===== src/rtl/chg_stage_pkg.sv =====
package chg_stage_pkg;
    typedef enum logic [1:0] {
        STG_TRICKLE = 2'd0,
        STG_BULK    = 2'd1,
        STG_OVER    = 2'd2,
        STG_FLOAT   = 2'd3
    } stage_t;
endpackage


===== src/rtl/chg_stage_thresh.sv =====
// Exact integer comparators for the four exit conditions.
module chg_stage_thresh #(
    parameter int VW = 12
) (
    input  logic [VW-1:0] v_batt,
    input  logic [VW-1:0] i_chg,
    input  logic [VW-1:0] v_dischg,
    input  logic [VW-1:0] v_over,
    input  logic [VW-1:0] v_float,
    input  logic [VW-1:0] i_taper,
    output logic          above_dischg,
    output logic          above_knee_hi,
    output logic          below_knee_lo,
    output logic          below_taper
);
    localparam int PW = VW + 5;

    logic [PW-1:0] v_x20, over_x19, v_x10, float_x9;

    assign v_x20    = PW'(v_batt)  * PW'(20);
    assign over_x19 = PW'(v_over)  * PW'(19);
    assign v_x10    = PW'(v_batt)  * PW'(10);
    assign float_x9 = PW'(v_float) * PW'(9);

    assign above_dischg  = v_batt > v_dischg;
    assign above_knee_hi = v_x20 > over_x19;
    assign below_knee_lo = v_x10 < float_x9;
    assign below_taper   = i_chg < i_taper;
endmodule


===== src/rtl/chg_stage_qualify.sv =====
// Counts consecutive valid samples meeting the active exit condition.
module chg_stage_qualify #(
    parameter int QW = 4
) (
    input  logic          clk,
    input  logic          rst_n,
    input  logic          smp_valid,
    input  logic          cond,
    input  logic [QW-1:0] target,
    output logic          fire
);
    logic [QW-1:0] run_q;

    assign fire = smp_valid && cond && (run_q == target - QW'(1));

    always_ff @(posedge clk) begin
        if (!rst_n) begin
            run_q <= '0;
        end else if (smp_valid) begin
            if (!cond || fire) begin
                run_q <= '0;
            end else begin
                run_q <= run_q + QW'(1);
            end
        end
    end
endmodule


===== src/rtl/chg_trickle_timer.sv =====
// Saturating sample counter for time spent in trickle charge.
module chg_trickle_timer #(
    parameter int TW = 16
) (
    input  logic          clk,
    input  logic          rst_n,
    input  logic          in_trickle,
    input  logic          smp_valid,
    input  logic [TW-1:0] limit,
    output logic          fault
);
    logic [TW-1:0] age_q;

    always_ff @(posedge clk) begin
        if (!rst_n) begin
            age_q <= '0;
        end else if (!in_trickle) begin
            age_q <= '0;
        end else if (smp_valid && (age_q != '1)) begin
            age_q <= age_q + TW'(1);
        end
    end

    assign fault = in_trickle && (age_q > limit);
endmodule


===== src/rtl/chg_stage_ctrl.sv =====
module chg_stage_ctrl
    import chg_stage_pkg::*;
#(
    parameter int VW      = 12,
    parameter int QUAL_M  = 4,
    parameter int TAPER_N = 8,
    parameter int TW      = 16
) (
    input  logic          clk,
    input  logic          rst_n,
    input  logic          smp_valid,
    input  logic [VW-1:0] v_batt,
    input  logic [VW-1:0] i_chg,
    input  logic [VW-1:0] v_dischg,
    input  logic [VW-1:0] v_over,
    input  logic [VW-1:0] v_float,
    input  logic [VW-1:0] i_trickle,
    input  logic [VW-1:0] i_bulk,
    input  logic [VW-1:0] i_taper,
    input  logic [TW-1:0] trickle_limit,
    output logic [1:0]    stage,
    output logic          mppt_en,
    output logic          vloop_sel,
    output logic [VW-1:0] ref_val,
    output logic          fault_short
);
    localparam int QMAX = (QUAL_M > TAPER_N) ? QUAL_M : TAPER_N;
    localparam int QW   = $clog2(QMAX + 1);

    stage_t        state_q, state_d;
    logic          above_dischg, above_knee_hi, below_knee_lo, below_taper;
    logic          exit_cond, exit_fire;
    logic [QW-1:0] exit_len;

    chg_stage_thresh #(.VW(VW)) u_thresh (
        .v_batt        (v_batt),
        .i_chg         (i_chg),
        .v_dischg      (v_dischg),
        .v_over        (v_over),
        .v_float       (v_float),
        .i_taper       (i_taper),
        .above_dischg  (above_dischg),
        .above_knee_hi (above_knee_hi),
        .below_knee_lo (below_knee_lo),
        .below_taper   (below_taper)
    );

    // Exit condition and required run length for the current state.
    always_comb begin
        exit_cond = 1'b0;
        exit_len  = QW'(QUAL_M);
        unique case (state_q)
            STG_TRICKLE: exit_cond = above_dischg;
            STG_BULK:    exit_cond = above_knee_hi;
            STG_OVER: begin
                exit_cond = below_taper;
                exit_len  = QW'(TAPER_N);
            end
            STG_FLOAT:   exit_cond = below_knee_lo;
        endcase
    end

    chg_stage_qualify #(.QW(QW)) u_qualify (
        .clk       (clk),
        .rst_n     (rst_n),
        .smp_valid (smp_valid),
        .cond      (exit_cond),
        .target    (exit_len),
        .fire      (exit_fire)
    );

    chg_trickle_timer #(.TW(TW)) u_timer (
        .clk        (clk),
        .rst_n      (rst_n),
        .in_trickle (state_q == STG_TRICKLE),
        .smp_valid  (smp_valid),
        .limit      (trickle_limit),
        .fault      (fault_short)
    );

    // Next-state selection: ENABLE_BULK, REACH_KNEE, TAPER_DONE, SAG_RECHARGE.
    always_comb begin
        state_d = state_q;
        if (exit_fire) begin
            unique case (state_q)
                STG_TRICKLE: state_d = STG_BULK;
                STG_BULK:    state_d = STG_OVER;
                STG_OVER:    state_d = STG_FLOAT;
                STG_FLOAT:   state_d = STG_BULK;
            endcase
        end
    end

    always_ff @(posedge clk) begin
        if (!rst_n) begin
            state_q <= STG_TRICKLE;
        end else begin
            state_q <= state_d;
        end
    end

    // Per-stage outputs.
    always_comb begin
        mppt_en   = 1'b0;
        vloop_sel = 1'b0;
        ref_val   = i_trickle;
        unique case (state_q)
            STG_TRICKLE: ref_val = i_trickle;
            STG_BULK: begin
                mppt_en = 1'b1;
                ref_val = i_bulk;
            end
            STG_OVER: begin
                vloop_sel = 1'b1;
                ref_val   = v_over;
            end
            STG_FLOAT: begin
                vloop_sel = 1'b1;
                ref_val   = v_float;
            end
        endcase
    end

    assign stage = state_q;
endmodule


===== config.mk =====
export PLATFORM = sky130hd
export DESIGN_NAME = chg_stage_ctrl
export DESIGN_NICKNAME = d
export VERILOG_FILES = /design/src/rtl/chg_stage_pkg.sv /design/src/rtl/chg_stage_thresh.sv /design/src/rtl/chg_stage_qualify.sv /design/src/rtl/chg_trickle_timer.sv /design/src/rtl/chg_stage_ctrl.sv
export SDC_FILE = /design/constraint.sdc
export NUM_CORES = 1
export LEC_CHECK = 0
export CAP_MARGIN = 25
export CORE_UTILIZATION = 62
export CTS_BUF_LIST = sky130_fd_sc_hd__clkbuf_8 sky130_fd_sc_hd__clkbuf_16
export CTS_CLUSTER_DIAMETER = 150
export DETAILED_ROUTE_END_ITERATION = 6
export DONT_BUFFER_PORTS = 1
export GPL_TIMING_DRIVEN = 1
export PLACE_DENSITY = 0.78
export SYNTH_ARGS = -nofsm -noshare
export SYNTH_HDL_FRONTEND = slang
export SYNTH_HIERARCHICAL = 1
export SYNTH_SLANG_ARGS = --single-unit

===== constraint.sdc =====
create_clock -name clk -period 13.2 [get_ports clk]
set_clock_uncertainty 0.05 [all_clocks]
set_input_delay 2.64 -clock clk [delete_from_list [all_inputs] [get_ports clk]]
set_output_delay 2.64 -clock clk [all_outputs]
set_load 0.01 [all_outputs]

### After elaboration in Yosys (flattened, before gate mapping)

Cells that the tools add are included.

* add/subtract/negate cells: 3
* $mul: 4
* magnitude comparators: 5
* eq/ne operators: 5
* mux-type cells: 7
* reductions and logical operators: 10

Operator list (count)
* one-hot mux 12 bit (4 select lines): 1
* multiplier 12 x 3 -> 15 bit (second input constant): 2
* > comparator 17 bit: 1
* multiplier 12 x 5 -> 17 bit (second input constant): 1
* adder 16 x 1 -> 16 bit (second input constant): 1
* > comparator 16 bit: 1
* < comparator 16 bit: 1
* multiplier 12 x 4 -> 16 bit (second input constant): 1
* != test 16 bit (second input constant): 1
* > comparator 12 bit: 1
* < comparator 12 bit: 1
* 2-to-1 mux 4 bit: 2
* one-hot mux 2 bit (3 select lines): 1
* adder 4 x 1 -> 4 bit (second input constant): 1
* equality test 2 bit (second input constant): 2
* equality test 4 bit: 1
* logical AND 1 bit: 4
* one-hot mux 1 bit (4 select lines): 1
* OR reduction 2 bit: 2
* subtractor 4 x 1 -> 4 bit (second input constant): 1
* equality test 2 x 1 -> 1 bit (second input constant): 1
* logical NOT 2 bit: 1
* 2-to-1 mux 1 bit: 2
* AND reduction 2 bit: 1
* 2 further kinds: 2

* bits in registers: 22
* input port bits: 115
* output and inout port bits: 17
* word-level logic and storage cells: 37

### Longest topological paths before layout

* word-level depth: 7
* depth in mapped cells: 23
* depth with buffers taken out: 23

### Hierarchy

Netlist, hierarchy kept.

By module, submodules not included
* chg_stage_thresh: times used 1, cells an instance 435, area an instance 3509.6 um^2, seq. area each 0.0 um^2
* chg_trickle_timer: times used 1, cells an instance 145, area an instance 1218.7 um^2, seq. area each 320.3 um^2
* chg_stage_ctrl: times used 1, cells an instance 59, area an instance 486.7 um^2, seq. area each 40.0 um^2
* chg_stage_qualify: times used 1, cells an instance 33, area an instance 295.3 um^2, seq. area each 80.1 um^2

### Worst setup path after synthesis

Ideal clock, no wire load.

* path type: input to register
* from: in v_over[1]
* to: reg state_q[1] (netlist: stage[1])
* setup time: 116 ps
* data arrival time: 6472 ps
* required time: 13034 ps
* setup slack: 6562 ps
* stages on the path: 20
* buffers on the path: 0
* path through: ha_1 > fa_1 > ha_1 > o21a_1 > o31a_1 > o21ai_0 > nand2b_1 > xnor2_1 > ha_1 > and4_1 > o21ai_0 > a211o_1 > a21oi_1 > a222oi_1 > mux2i_1 > nand2_1 > nor3_2 > and3_2 > mux2i_1 > nor2b_1

* longest elaborated chain between the ends: 5

RTL lines
* start, declared: line chg_stage_ctrl.sv:15 `input logic [VW-1:0] v_over,`
* multiplier 12 x 5 -> 17 bit: line chg_stage_thresh.sv:21 `assign over_x19 = PW'(v_over) * PW'(19);`
* > comparator 17 bit: line chg_stage_thresh.sv:26 `assign above_knee_hi = v_x20 > over_x19;`
* named net above_knee_hi: line chg_stage_ctrl.sv:31 `logic above_dischg, above_knee_hi, below_knee_lo, below_taper;`
* one-hot mux 1 bit (4 select lines): line chg_stage_ctrl.sv:52 `unique case (state_q)`
* named net exit_cond: line chg_stage_ctrl.sv:32 `logic exit_cond, exit_fire;`
* logical AND 1 bit (2 in a row): line chg_stage_qualify.sv:14 `assign fire = smp_valid && cond && (run_q == target - QW'(1));`
* named net exit_fire: line chg_stage_ctrl.sv:32
* end signal, assigned: line chg_stage_ctrl.sv:98 `state_q <= state_d;`
* end, declared: line chg_stage_ctrl.sv:30 `stage_t state_q, state_d;`

The timed path passes the listed nets, and every way through them passes these cells.
A chain may end at the register's enable or synchronous reset.

### Worst setup path after layout

Ends and elaborated chain as after synthesis.

==> results.cfg <==
[run_status]
status = finished clean

[layout]
drive_above_1_share_pct = 5.201
fillers = 775
postLayoutCoreUtil_pct = 65.27
seq_area_um2 = 440.4
nets = 942
area_delta_synth_final_pct = 2.793
antenna_cells = 0
multiInputGateArea_um2 = 4594

[detailed_routing]
wire_per_inst_um = 16.66
drt-met1-wl_um = 5521
drt_iter0_drc = 234
viasPerCell = 6.352
vias = 4961
ant_nets = 0
drt_wl_total_um = 13020
drc = 0
highest_layer = met4
dr.pass1.iters = 5
wl_met3_um = 759
wl_met2_um = 6436

[synth]
synthCells = 672
yosys.cell_types.count = 70
yosys_warnings = 6
synth_edf_count = 0
yosys.area.top_type = ha_1
syn_area_um2 = 5510
async_flop_share_pct = 0
post-synth-top-count-cell = ha_1
netlist_top_cells_count = 143 x ha_1, 117 x inv_1, 50 x a21oi_1
ys.flop_type = dfxtp_1
yosysSeqAreaShare_pct = 7.993
syn_area_per_cell_um2 = 8.200
yosys_register_bits = 22
synth.area.top_cells = ha_1 32%, dfxtp_1 8.0%, inv_1 8.0%, a21oi_1 4.5%, fa_1 3.6%
synth_top_area_share_pct = 32.47

[floorplan]
core_area_um2 = 8678
die_width_um = 96.28
initial_core_util_pct = 63.49
io_pins = 132
rows = 34
die_height_um = 96.28
dieArea_um2 = 9269

[global_routing]
grt.overflow.total = 0
antenna_found_initial = 0
grt_pass1_wl_um = 20900
first_global_vias = 4850
grt_max_degree = 17
grtUsageTotal_pct = 28.54

[sta]
finalSetupViolations = 0
rsz0062_at_grt = false
fmaxAchievable_ghz = 0.1446
period_minus_slack_ns = 6.916
finalSetupTns_ns = 0
whs_ns = 0.4692
period_share_pct = 52.39
hold_viol = 0
slew_headroom_pct = 30.32
worst_slack_ns = 6.284
drv_slew = 0
worstMarginPinSlew_ns = 1.045

[worst_setup_path]
r2r_end = stage[1]
slowest_stage = fa_1
worst-path-buf-inv = 0
cpPeakStageDelay_ns = 0.46
critical_path.max_fanout = 5
timing.rr.start = stage[0]
r2r_cells = 8
startpoint_type = primary input
crit_type = primary input to register
path_cells = ha_1 > fa_1 > ha_1 > o21a_1 > o31a_1 > o31ai_4 > a21oi_1 > nand3b_1 > ha_1 > nand4_1 > a211o_1 > a21oi_1 > a222oi_1 > mux2i_1 > nand2_1 > nor3_2 > and3_2 > mux2i_1 > nor2b_1
path_delay_family = adder cells
regToRegSetupSlack_ns = 10.37
cp.arrival_ns = 7.03
cp.required_ns = 13.31
cp_common_cell = ha_1
crit_path_end_kind = register

[min_path]
hold_depth = 2
hold_path.class = register to register
whs_endpoint = u_timer/age_q[15]
min_from = u_timer/age_q[15]

[power_and_ir_drop]
power_frac_clock_pct = 12.7
sw_frac_of_total_pct = 44.86
power_frac_seq_pct = 17.5
p_leak_nw = 2.951
ir_drop_mv = 0.07592
intPower_mw = 0.2166
p_sw_mw = 0.1762
power_density_nw_per_um2 = 69.35
finalPower_mw = 0.3928
p_comb_share_pct = 69.8

[placement]
place_ws_ns = 6.033
place_congestion = 0.9648
portBuffers = 0
dp_hpwl_um = 11160

[clocking]
cts.sinks = 22
cts_resized = 0
cts_tree = built
cts_buffers = 3
clk_latency_ns = 0.27
htree_levels = 1
postCtsHoldBufs = 0
cts.clk_slew.worst_paths_ns = 0.09
root_buffer = clkbuf_8
post-cts-setup-buffers = 0
clockBufferDepth = 2

[flow_run]
cap_violations = 0
[registers in the layout, indices dropped and copies added (netlist names)]
register and count:
u_qualify/run_q 4, stage 2, u_timer/age_q 16
[cells in the final DEF (no fill, tap or decap), types with 4 or more instances in the layout]
cell type | synthesis | routed
nand2b_1 | 6 | 6
o31ai_1 | 6 | 6
nor2b_1 | 13 | 13
fa_1 | 10 | 10
o211ai_1 | 6 | 6
dfxtp_1 | 22 | 22
or3_2 | 4 | 4
or4_1 | 6 | 6
inv_1 | 117 | 117
o21a_1 | 8 | 8
xor2_1 | 13 | 13
clkbuf_8 | 0 | 4
xnor2_1 | 18 | 18
nand4_1 | 15 | 15
o21ai_0 | 23 | 23
a21oi_1 | 50 | 50
nand3_1 | 17 | 17
nor3_1 | 9 | 9
a21o_1 | 21 | 21
a211oi_1 | 8 | 8
mux2i_1 | 16 | 16
conb_1 | 1 | 5
nand2_1 | 23 | 23
and3_1 | 6 | 6
a222oi_1 | 13 | 13
nor2_1 | 24 | 24
ha_1 | 143 | 143
[per-layer routing]
layer	global-route usage, %	up-vias
li1	-	2462
met1	33.36	2329
met2	53.19	148
met3	2.844	22
met4	10.45	0
met5	0	-
[kinds of logic after synthesis]
| family | Yosys count | synth area share, % |
|---|---|---|
| fa+ha+maj | 153 | 36.10 |
| simple gates | 150 | 15.64 |
| xor+xnor | 31 | 4.927 |
| buf+inv | 124 | 8.901 |
| compound gates | 174 | 23.25 |
| flops | 22 | 7.993 |
| mux | 17 | 3.111 |
| other cells | 1 | 0.06805 |
[layout make-up]
cell class	instances	share of cell area, %
multi-input combinational	530	81.11
sequential	22	7.776
inverter	117	7.753
tap	108	2.386
clock buffer	4	0.9719
[worst min-delay path, stage by stage, from the launching register on]
cell     delay, ns
dfxtp_1       0.35
o31ai_1       0.07
a21oi_1       0.05
[through the flow]
step | area (um2) | instances
after floorplan | 5525 | 676
after global placement | 5609 | 777
after detailed placement | 5609 | 777
after CTS | 5664 | 781
after global routing | 5664 | 781
final | 5664 | 781
[worst max path at each step]
stage	slack, ns	depth (start not counted)	to	start
global route	5.96	21	stage[1]	v_over[6]
CTS	6.31	20	stage[1]	v_over[1]
detailed placement	6.03	20	stage[1]	v_over[1]
global placement	6.22	21	stage[1]	v_over[5]
floorplan	6.56	20	stage[1]	v_over[1]
finish	6.28	19	stage[1]	v_over[1]
[power by group through the flow]
stage / registers [mW] / clock network [mW] / logic, mW
after floorplan: 0.0698 / 0 / 0.217
after global placement: 0.0701 / 0 / 0.257
after detailed placement: 0.0701 / 0 / 0.271
after CTS: 0.0686 / 0.0513 / 0.273
after global routing: 0.0688 / 0.0529 / 0.311
final: 0.0686 / 0.0500 / 0.274
Power figures use the tool's default switching activity.
